File: src/rtl/alarm_irq_pkg.sv
package alarm_irq_pkg;

    localparam int NUM_ALARMS = 2;
    localparam int DIV_W      = 15;

    typedef struct packed {
        logic [6:0] sec;
        logic [6:0] min;
        logic [6:0] hour;
        logic [2:0] wday;
        logic [5:0] mday;
    } now_t;

    typedef struct packed {
        logic [7:0] sec;
        logic [7:0] min;
        logic [7:0] hour;
        logic [7:0] dd;
    } alarm_regs_t;

    typedef enum logic [1:0] {
        RATE_1HZ = 2'b00,
        RATE_4K  = 2'b01,
        RATE_8K  = 2'b10,
        RATE_32K = 2'b11
    } sq_rate_e;

    typedef struct packed {
        sq_rate_e                rate;
        logic                    split;
        logic [NUM_ALARMS-1:0]   ie;
    } ctl_t;

    localparam ctl_t CTL_RESET = '{rate: RATE_32K, split: 1'b0, ie: '0};

    // Mask order {day/date, hour, min, sec}; only five patterns are legal.
    function automatic logic alarm_fires(alarm_regs_t a, now_t t);
        logic s_eq, m_eq, h_eq, d_eq;
        s_eq = (a.sec[6:0]  == t.sec);
        m_eq = (a.min[6:0]  == t.min);
        h_eq = (a.hour[6:0] == t.hour);
        d_eq = a.dd[6] ? (a.dd[2:0] == t.wday) : (a.dd[5:0] == t.mday);
        case ({a.dd[7], a.hour[7], a.min[7], a.sec[7]})
            4'b1111: return 1'b1;
            4'b1110: return s_eq;
            4'b1100: return s_eq & m_eq;
            4'b1000: return s_eq & m_eq & h_eq;
            4'b0000: return s_eq & m_eq & h_eq & d_eq;
            default: return 1'b0;
        endcase
    endfunction

endpackage

File: src/rtl/alarm_match.sv
module alarm_match
    import alarm_irq_pkg::*;
(
    input  alarm_regs_t regs,
    input  now_t        now,
    output logic        hit
);
    always_comb hit = alarm_fires(regs, now);
endmodule

File: src/rtl/alarm_flags.sv
module alarm_flags #(
    parameter int N = 2
) (
    input  logic         clk,
    input  logic         rst,
    input  logic         tick,
    input  logic [N-1:0] hit,
    input  logic         wr_en,
    input  logic [N-1:0] wr_data,
    output logic [N-1:0] flag_q
);
    logic [N-1:0] keep_mask;
    logic [N-1:0] set_mask;

    always_comb begin
        keep_mask = wr_en ? wr_data : '1;
        set_mask  = tick ? hit : '0;
    end

    always_ff @(posedge clk) begin
        if (rst) flag_q <= '0;
        else     flag_q <= (flag_q & keep_mask) | set_mask;
    end

    for (genvar i = 0; i < N; i++) begin : g_chk
        p_set_on_tick_r6: assert property (@(posedge clk) disable iff (rst)
            $rose(flag_q[i]) |-> $past(tick));
        p_clear_r7: assert property (@(posedge clk) disable iff (rst)
            (wr_en && !wr_data[i] && !(tick && hit[i])) |=> !flag_q[i]);
        p_sticky_r7: assert property (@(posedge clk) disable iff (rst)
            (flag_q[i] && !(wr_en && !wr_data[i])) |=> flag_q[i]);
    end
endmodule

File: src/rtl/sq_divider.sv
module sq_divider
    import alarm_irq_pkg::*;
#(
    parameter int W = DIV_W
) (
    input  logic     clk,
    input  logic     rst,
    input  logic     osc_in,
    input  sq_rate_e rate,
    output logic     sq
);
    localparam int B_1HZ = W - 1;
    localparam int B_4K  = W - 13;
    localparam int B_8K  = W - 14;

    logic         osc_q;
    logic         osc_rise;
    logic [W-1:0] cnt;
    logic         sel;

    assign osc_rise = osc_in & ~osc_q;

    always_comb begin
        case (rate)
            RATE_1HZ: sel = cnt[B_1HZ];
            RATE_4K:  sel = cnt[B_4K];
            RATE_8K:  sel = cnt[B_8K];
            default:  sel = osc_q;
        endcase
    end

    always_ff @(posedge clk) begin
        if (rst) begin
            osc_q <= 1'b0;
            cnt   <= '0;
            sq    <= 1'b0;
        end else begin
            osc_q <= osc_in;
            if (osc_rise) cnt <= cnt + 1'b1;
            sq <= sel;
        end
    end

    p_div_step_r10: assert property (@(posedge clk) disable iff (rst)
        !(osc_in && !osc_q) |=> $stable(cnt));
endmodule

File: src/rtl/alarm_irq_unit.sv
module alarm_irq_unit
    import alarm_irq_pkg::*;
(
    input  logic       clk,
    input  logic       rst,
    input  logic       tick_1s,
    input  logic       osc_in,
    input  logic [6:0] t_sec,
    input  logic [6:0] t_min,
    input  logic [6:0] t_hour,
    input  logic [2:0] t_wday,
    input  logic [5:0] t_mday,
    input  logic [7:0] a1_sec,
    input  logic [7:0] a1_min,
    input  logic [7:0] a1_hour,
    input  logic [7:0] a1_dd,
    input  logic [7:0] a2_min,
    input  logic [7:0] a2_hour,
    input  logic [7:0] a2_dd,
    input  logic       ctl_we,
    input  logic [4:0] ctl_wdata,
    input  logic       flag_we,
    input  logic [1:0] flag_wdata,
    output logic [1:0] alarm_flag,
    output logic       irq_a_n,
    output logic       irq_b_n
);
    now_t                   now;
    alarm_regs_t            al_regs [NUM_ALARMS];
    logic [NUM_ALARMS-1:0]  hit;
    logic [NUM_ALARMS-1:0]  pend;
    ctl_t                   ctl_q;
    logic                   sq;

    assign now        = '{sec: t_sec, min: t_min, hour: t_hour, wday: t_wday, mday: t_mday};
    assign al_regs[0] = {a1_sec, a1_min, a1_hour, a1_dd};
    // Second alarm: seconds held unmasked at 00, so it fires only at second 00.
    assign al_regs[1] = {8'h00, a2_min, a2_hour, a2_dd};

    for (genvar i = 0; i < NUM_ALARMS; i++) begin : g_alarm
        alarm_match u_match (.regs(al_regs[i]), .now(now), .hit(hit[i]));
    end

    always_ff @(posedge clk) begin
        if (rst)         ctl_q <= CTL_RESET;
        else if (ctl_we) ctl_q <= ctl_t'(ctl_wdata);
    end

    alarm_flags #(.N(NUM_ALARMS)) u_flags (
        .clk(clk), .rst(rst), .tick(tick_1s), .hit(hit),
        .wr_en(flag_we), .wr_data(flag_wdata), .flag_q(alarm_flag)
    );

    sq_divider #(.W(DIV_W)) u_div (
        .clk(clk), .rst(rst), .osc_in(osc_in), .rate(ctl_q.rate), .sq(sq)
    );

    assign pend    = alarm_flag & ctl_q.ie;
    assign irq_a_n = ctl_q.split ? ~pend[0] : ~|pend;
    assign irq_b_n = ctl_q.split ? ~pend[1] : sq;

    p_split_b_r8: assert property (@(posedge clk) disable iff (rst)
        (ctl_q.split && !(alarm_flag[1] && ctl_q.ie[1])) |-> irq_b_n);
    p_split_a_r8: assert property (@(posedge clk) disable iff (rst)
        (ctl_q.split && alarm_flag[0] && ctl_q.ie[0]) |-> !irq_a_n);
    p_shared_a_r9: assert property (@(posedge clk) disable iff (rst)
        (!ctl_q.split && alarm_flag[1] && ctl_q.ie[1]) |-> !irq_a_n);
    p_flag_idle_r11: assert property (@(posedge clk) disable iff (rst)
        (!tick_1s && !$past(tick_1s) && $past(alarm_flag) == 2'b00) |-> alarm_flag == 2'b00);
endmodule

File: config.mk
export PLATFORM = sky130hd
export DESIGN_NAME = alarm_irq_unit
export DESIGN_NICKNAME = d
export VERILOG_FILES = /design/src/rtl/alarm_irq_pkg.sv /design/src/rtl/alarm_match.sv /design/src/rtl/alarm_flags.sv /design/src/rtl/sq_divider.sv /design/src/rtl/alarm_irq_unit.sv
export SDC_FILE = /design/constraint.sdc
export NUM_CORES = 1
export LEC_CHECK = 0
export ABC_AREA = 0
export BUFFER_PORTS_ARGS = -buffer_cell sky130_fd_sc_hd__buf_2
export CAP_MARGIN = 30
export CORE_AREA = 2 2 66 68
export DETAILED_ROUTE_END_ITERATION = 8
export DIE_AREA = 0 0 68 70
export PLACE_DENSITY = 0.83
export SLEW_MARGIN = 10
export SYNTH_ARGS = -nofsm -noshare
export SYNTH_HDL_FRONTEND = slang
export SYNTH_SLANG_ARGS = --single-unit
File: constraint.sdc
create_clock -name clk -period 1.6 [get_ports clk]
set_clock_uncertainty 0.15 [all_clocks]
set_input_delay 0.16 -clock clk [delete_from_list [all_inputs] [get_ports clk]]
set_output_delay 0.16 -clock clk [all_outputs]
set_load 0.05 [all_outputs]
# Word-level counts from Yosys, hierarchy flattened

Cells that the tools add are included.

Flip-flop bits (word level): 24
Input port bits: 99
Word-level logic and storage cells: 54
Output and inout port bits: 4

Equality and inequality tests: 18
Reductions and logical operators: 6
Add/sub/neg operators: 1
Mux-type cells: 9
Bitwise gates (word level): 13

Operator list:

| kind                                                 | count |
|---|---|
| equality test 7 bit                                  | 5 |
| equality test 4 bit (second input constant)          | 4 |
| adder 15 x 1 -> 15 bit (second input constant)       | 1 |
| equality test 6 bit                                  | 2 |
| equality test 3 bit (second input constant)          | 3 |
| zero test 4 bit                                      | 2 |
| bitwise AND 1 bit                                    | 7 |
| zero test 7 bit                                      | 1 |
| equality test 3 bit                                  | 2 |
| case mux 1 bit (5 select lines)                      | 1 |
| bitwise AND 2 bit                                    | 2 |
| 2-to-1 mux 1 bit                                     | 4 |
| 2-to-1 mux 2 bit                                     | 2 |
| case mux 1 bit (4 select lines)                      | 1 |
| inverter 1 bit                                       | 3 |
| case mux 1 bit (3 select lines)                      | 1 |
| equality test 2 x 1 -> 1 bit (second input constant) | 1 |
| equality test 2 bit (second input constant)          | 1 |
| zero test 2 bit                                      | 1 |
| bitwise OR 2 bit                                     | 1 |
| OR reduction 2 bit                                   | 1 |
| zero test 1 bit                                      | 1 |

# Longest topological paths before layout

Depth after elaboration: 7
Depth in mapped cells: 6
Depth with buffers taken out: 5

# Hierarchy

Synthesis repeated with hierarchy kept, for this count alone.

Cells, all modules: 200
Area, all modules: 1774.2 um^2

Modules (own cells, without submodules):

| module         | cells an instance | area each (um^2) | times used |
|---|---|---|---|
| sq_divider     | 79                | 760.7            | 1 |
| alarm_match    | 45                | 360.3            | 2 |
| alarm_irq_unit | 21                | 205.2            | 1 |
| alarm_flags    | 10                | 87.6             | 1 |

# Least setup slack after synthesis

OpenSTA, ideal clock, no wires.

Kind: register to output
Start point: reg u_flags.flag_q[1]
End point: out irq_a_n
Cell stages (with the launch flop): 4
Arrival: 1413 ps
Path slack: -123 ps
Path through: dfxtp_1 -> nand2_1 -> nor2_1 -> a21oi_1

Word-level cells in the longest chain between the ends: 4

Ends and longest elaborated chain:

| element                | RTL line             | text |
|---|---|---|
| start, declared        | alarm_flags.sv:10    | `output logic [N-1:0] flag_q` |
| start signal, assigned | alarm_flags.sv:22    | `else flag_q <= (flag_q & keep_mask) \| set_mask;` |
| bitwise AND 2 bit      | alarm_irq_unit.sv:58 | `assign pend = alarm_flag & ctl_q.ie;` |
| OR reduction 2 bit     | alarm_irq_unit.sv:59 | `assign irq_a_n = ctl_q.split ? ~pend[0] : ~\|pend;` |
| zero test 1 bit        | alarm_irq_unit.sv:59 |  |
| 2-to-1 mux 1 bit       | alarm_irq_unit.sv:59 |  |
| end, declared          | alarm_irq_unit.sv:25 | `output logic irq_a_n,` |

No other way between the ends.

# Worst setup path in the final report

Start point: reg ctl_q[2] (netlist name)
End point: out irq_b_n

Word-level cells in the longest chain between the ends: 1

Ends and longest elaborated chain:

| element                | RTL line             | text |
|---|---|---|
| start, declared        | alarm_irq_unit.sv:32 | `ctl_t ctl_q;` |
| start signal, assigned | alarm_irq_unit.sv:46 | `else if (ctl_we) ctl_q <= ctl_t'(ctl_wdata);` |
| 2-to-1 mux 1 bit       | alarm_irq_unit.sv:60 | `assign irq_b_n = ctl_q.split ? ~pend[1] : sq;` |
| end, declared          | alarm_irq_unit.sv:26 | `output logic irq_b_n` |

No other way between the ends.

==> results.py <==
metrics = {
    "outcome": {
        "status": "complete, no violations",
    },
    "clock_network": {
        "clock-sinks": 24,
        "clk_latency_ns": 0.27,
        "cts_inserted_buffers": 3,
        "h-tree-depth": 1,
        "cts.path.max_buffers": 2,
        "clk_pin_slew_ns": 0.08,
        "cts_tree": "yes",
        "ctsResizeCount": 0,
        "clockRootBuffer": "clkbuf_8",
    },
    "cells_and_area": {
        "diodes": 0,
        "syn2layout_area_growth_pct": 42.61,
        "drive_gt1_share_pct": 39.33,
        "nNetsFinal": 401,
        "layout.cells.most_common": "buf_2",
        "final_cell_mix": "102 x buf_2, 37 x xor2_1, 30 x xnor2_1",
        "layout.cells.non_filler": 352,
        "final_area_sq_um": 2379,
    },
    "timing": {
        "fin_ws_ns": 0.09242,
        "period_minus_slack_ns": 1.508,
        "maxSlewViolCount": 0,
        "worst_slew_pin_slew_ns": 0.3458,
        "report.final.setup_viol": 0,
        "finalSetupTns_ns": 0,
        "rsz0062_at_grt": "no",
        "timing.fmax_ghz": 0.6633,
        "finalCritPeriodShare_pct": 94.22,
        "maxSlewHeadroom_pct": 76.73,
        "finalHoldViolations": 0,
    },
    "yosys": {
        "ys.flop_type": "dfxtp_1",
        "async_flop_share_pct": 0,
        "synth_cells": 190,
        "ys_ff_latch": 24,
        "synth_area_per_cell_sq_um": 8.778,
        "synth_edf_count": 0,
        "synthesis.area_sq_um": 1668,
        "synth.distinct_cells": 34,
        "syn_nets": 290,
        "ys.warnings.count": 0,
        "yosysSeqAreaShare_pct": 28.81,
    },
    "detailed_routing": {
        "vias": 1707,
        "avgViaCountPerCell": 4.849,
        "wl_mm": 4.206,
        "drc": 0,
        "drt_first_pass_iters": 4,
        "first_iter_violations": 45,
        "ant_nets": 0,
        "wl_per_cell_microns": 11.95,
    },
    "worst_setup_path": {
        "ff2ff_setup_slack_ns": 0.17,
        "cp-end-kind": "output pin",
        "r2r-end": "u_div.cnt[6]",
        "critPathSlowestCell": "dfxtp_1",
        "r2r_start": "u_div.cnt[0]",
        "path_class": "flip-flop to output pin",
        "cp_max_fo": 4,
        "r2r_cells": 5,
        "cpPeakStageDelay_ns": 0.40,
        "cp_data_required_time_ns": 1.29,
        "path_cells": "nor2_1 > a31oi_2 > buf_2",
        "cp.arrival_ns": 1.20,
        "cp-start-kind": "flip-flop",
    },
    "global_route": {
        "grt_overflow": 0,
        "grt.total_usage_pct": 18.62,
        "grt_pass1_vias": 1746,
        "grt_pass1_wl_mm": 6.858,
        "antenna_found_initial": 0,
        "grt_max_degree": 20,
    },
    "floorplan": {
        "start_util_pct": 40.25,
        "ioPinCount": 103,
        "core_sq_um": 4144,
        "row_count": 24,
        "dieArea_sq_um": 4760,
        "die_y_microns": 70,
        "die_x_microns": 68,
    },
    "placement": {
        "gp_congestion": 0.7708,
        "port_buffers": 102,
        "dp_slack_ns": 0.09333,
        "dp.final_hpwl_mm": 3.679,
        "place_inst": 341,
        "post_dp_cell_area_sq_um": 2237,
    },
    "worst_hold_path": {
        "hold_start": "rst",
        "hold_depth": 3,
        "worstHoldPathType": "input port to flip-flop",
        "min_to": "ctl_q[3]",
    },
    "power": {
        "peakVddDrop_mv": 0.3260,
        "cellLeakagePower_nw": 1.083,
        "power.density_nw_per_um2": 641.6,
    },
    "job": {
        "drv_cap": 0,
    },
}
==> worst max-delay path by stage <==
stage | startpoint | endpoint | slack, ns | cells past startpoint
CTS | ctl_q[2] | irq_b_n | 0.09 | 3
floorplan | u_flags.flag_q[1] | irq_b_n | 0.16 | 1
finish | ctl_q[2] | irq_b_n | 0.09 | 3
detailed placement | t_mday[2] | u_flags.flag_q[1] | 0.09 | 6
global placement | t_mday[0] | u_flags.flag_q[1] | 0.15 | 6
global route | u_div.cnt[1] | u_div.cnt[6] | 0.04 | 5
==> cell usage after synthesis (2+ instances only) <==
cell       n  area share (%)
nor2_1    22             5.0
nor4_1     7             2.6
xor2_1    37              19
a41oi_1    2             1.1
nand4_1    8             3.0
and2_2     2            0.90
dfxtp_1   24              29
xnor2_1   30              16
a21oi_1    4             1.2
nand3_1    7             2.1
clkbuf_1   2            0.45
inv_1      3            0.68
nand2_1    9             2.0
nor2b_1    2            0.75
mux2i_1    6             3.6
and4_4     2             1.4
buf_2      2            0.60
nor3_1     3            0.90
and3_1     3             1.1
==> critical path: cells and delay by family, from the launching register on <==
family	cells	cell delay, ns
AOI/OAI and AO/OA	1	0.17
buffers and inverters	1	0.29
DFF	1	0.40
and+or+nand+nor	1	0.07
==> layer usage <==
metal	vias up	wire (microns)	GRT usage, %
met5	-	0	0
met4	0	72	6.000
met3	8	294	4.992
met2	65	2272	35.71
met1	761	1566	18.42
li1	873	-	-
==> registers in the layout (all words and copies together) (netlist names) <==
name and flops:
u_flags.flag_q 2, u_div.osc_q 1, ctl_q 5, u_div.cnt 15, u_div.sq 1
==> stage by stage <==
| step | utilization [%] | hold WS [ns] | power, W |
|---|---|---|---|
| 2_1_floorplan | - | 0.1265 | 0.0008142 |
| 3_3_place_gp | 53.99 | 0.2528 | 0.0009931 |
| 3_5_place_dp | 53.99 | 0.2495 | 0.001003 |
| 4_1_cts | 57.40 | 0.007871 | 0.001544 |
| 5_1_grt | 57.40 | 0.01785 | 0.001601 |
| 6_report | 57.40 | 0.01661 | 0.001526 |
==> timing repair <==
item,in CTS,in global routing
buffers inserted,0,0
hold buffers,7,0
endpoints found under the hold margin,7,0
==> area by class of cell <==
cell class | instances | area [sq um]
clock buffers | 3 | 41.29
clock inverters | 1 | 30.03
fillers | 389 | 1765
inverters | 3 | 11.26
multi-input cells | 158 | 1155
flip-flops and latches | 24 | 480.5
well taps | 52 | 65.06
repair buffers | 111 | 595.6
==> where the power goes <==
group	internal, W	switching, W	total, W
clock	0.000335	0.000192	0.000526
sequential	0.000612	0.0000123	0.000625
combinational	0.000208	0.000168	0.000375
total	0.00115	0.000372	0.00153
==> cells by family (layout without fill, tap and decap cells) <==
logic type | after synthesis | in the layout | share of synthesized area [%]
adders and majority gates | 1 | 1 | 0.7501
buffers and inverters | 8 | 118 | 2.551
and+or+nand+nor | 69 | 69 | 21.98
AOI/OAI and AO/OA | 14 | 14 | 5.777
muxes | 7 | 7 | 4.951
DFF | 24 | 24 | 28.81
xor gates and xnor gates | 67 | 67 | 35.18
Power figures use the tool's default switching activity.
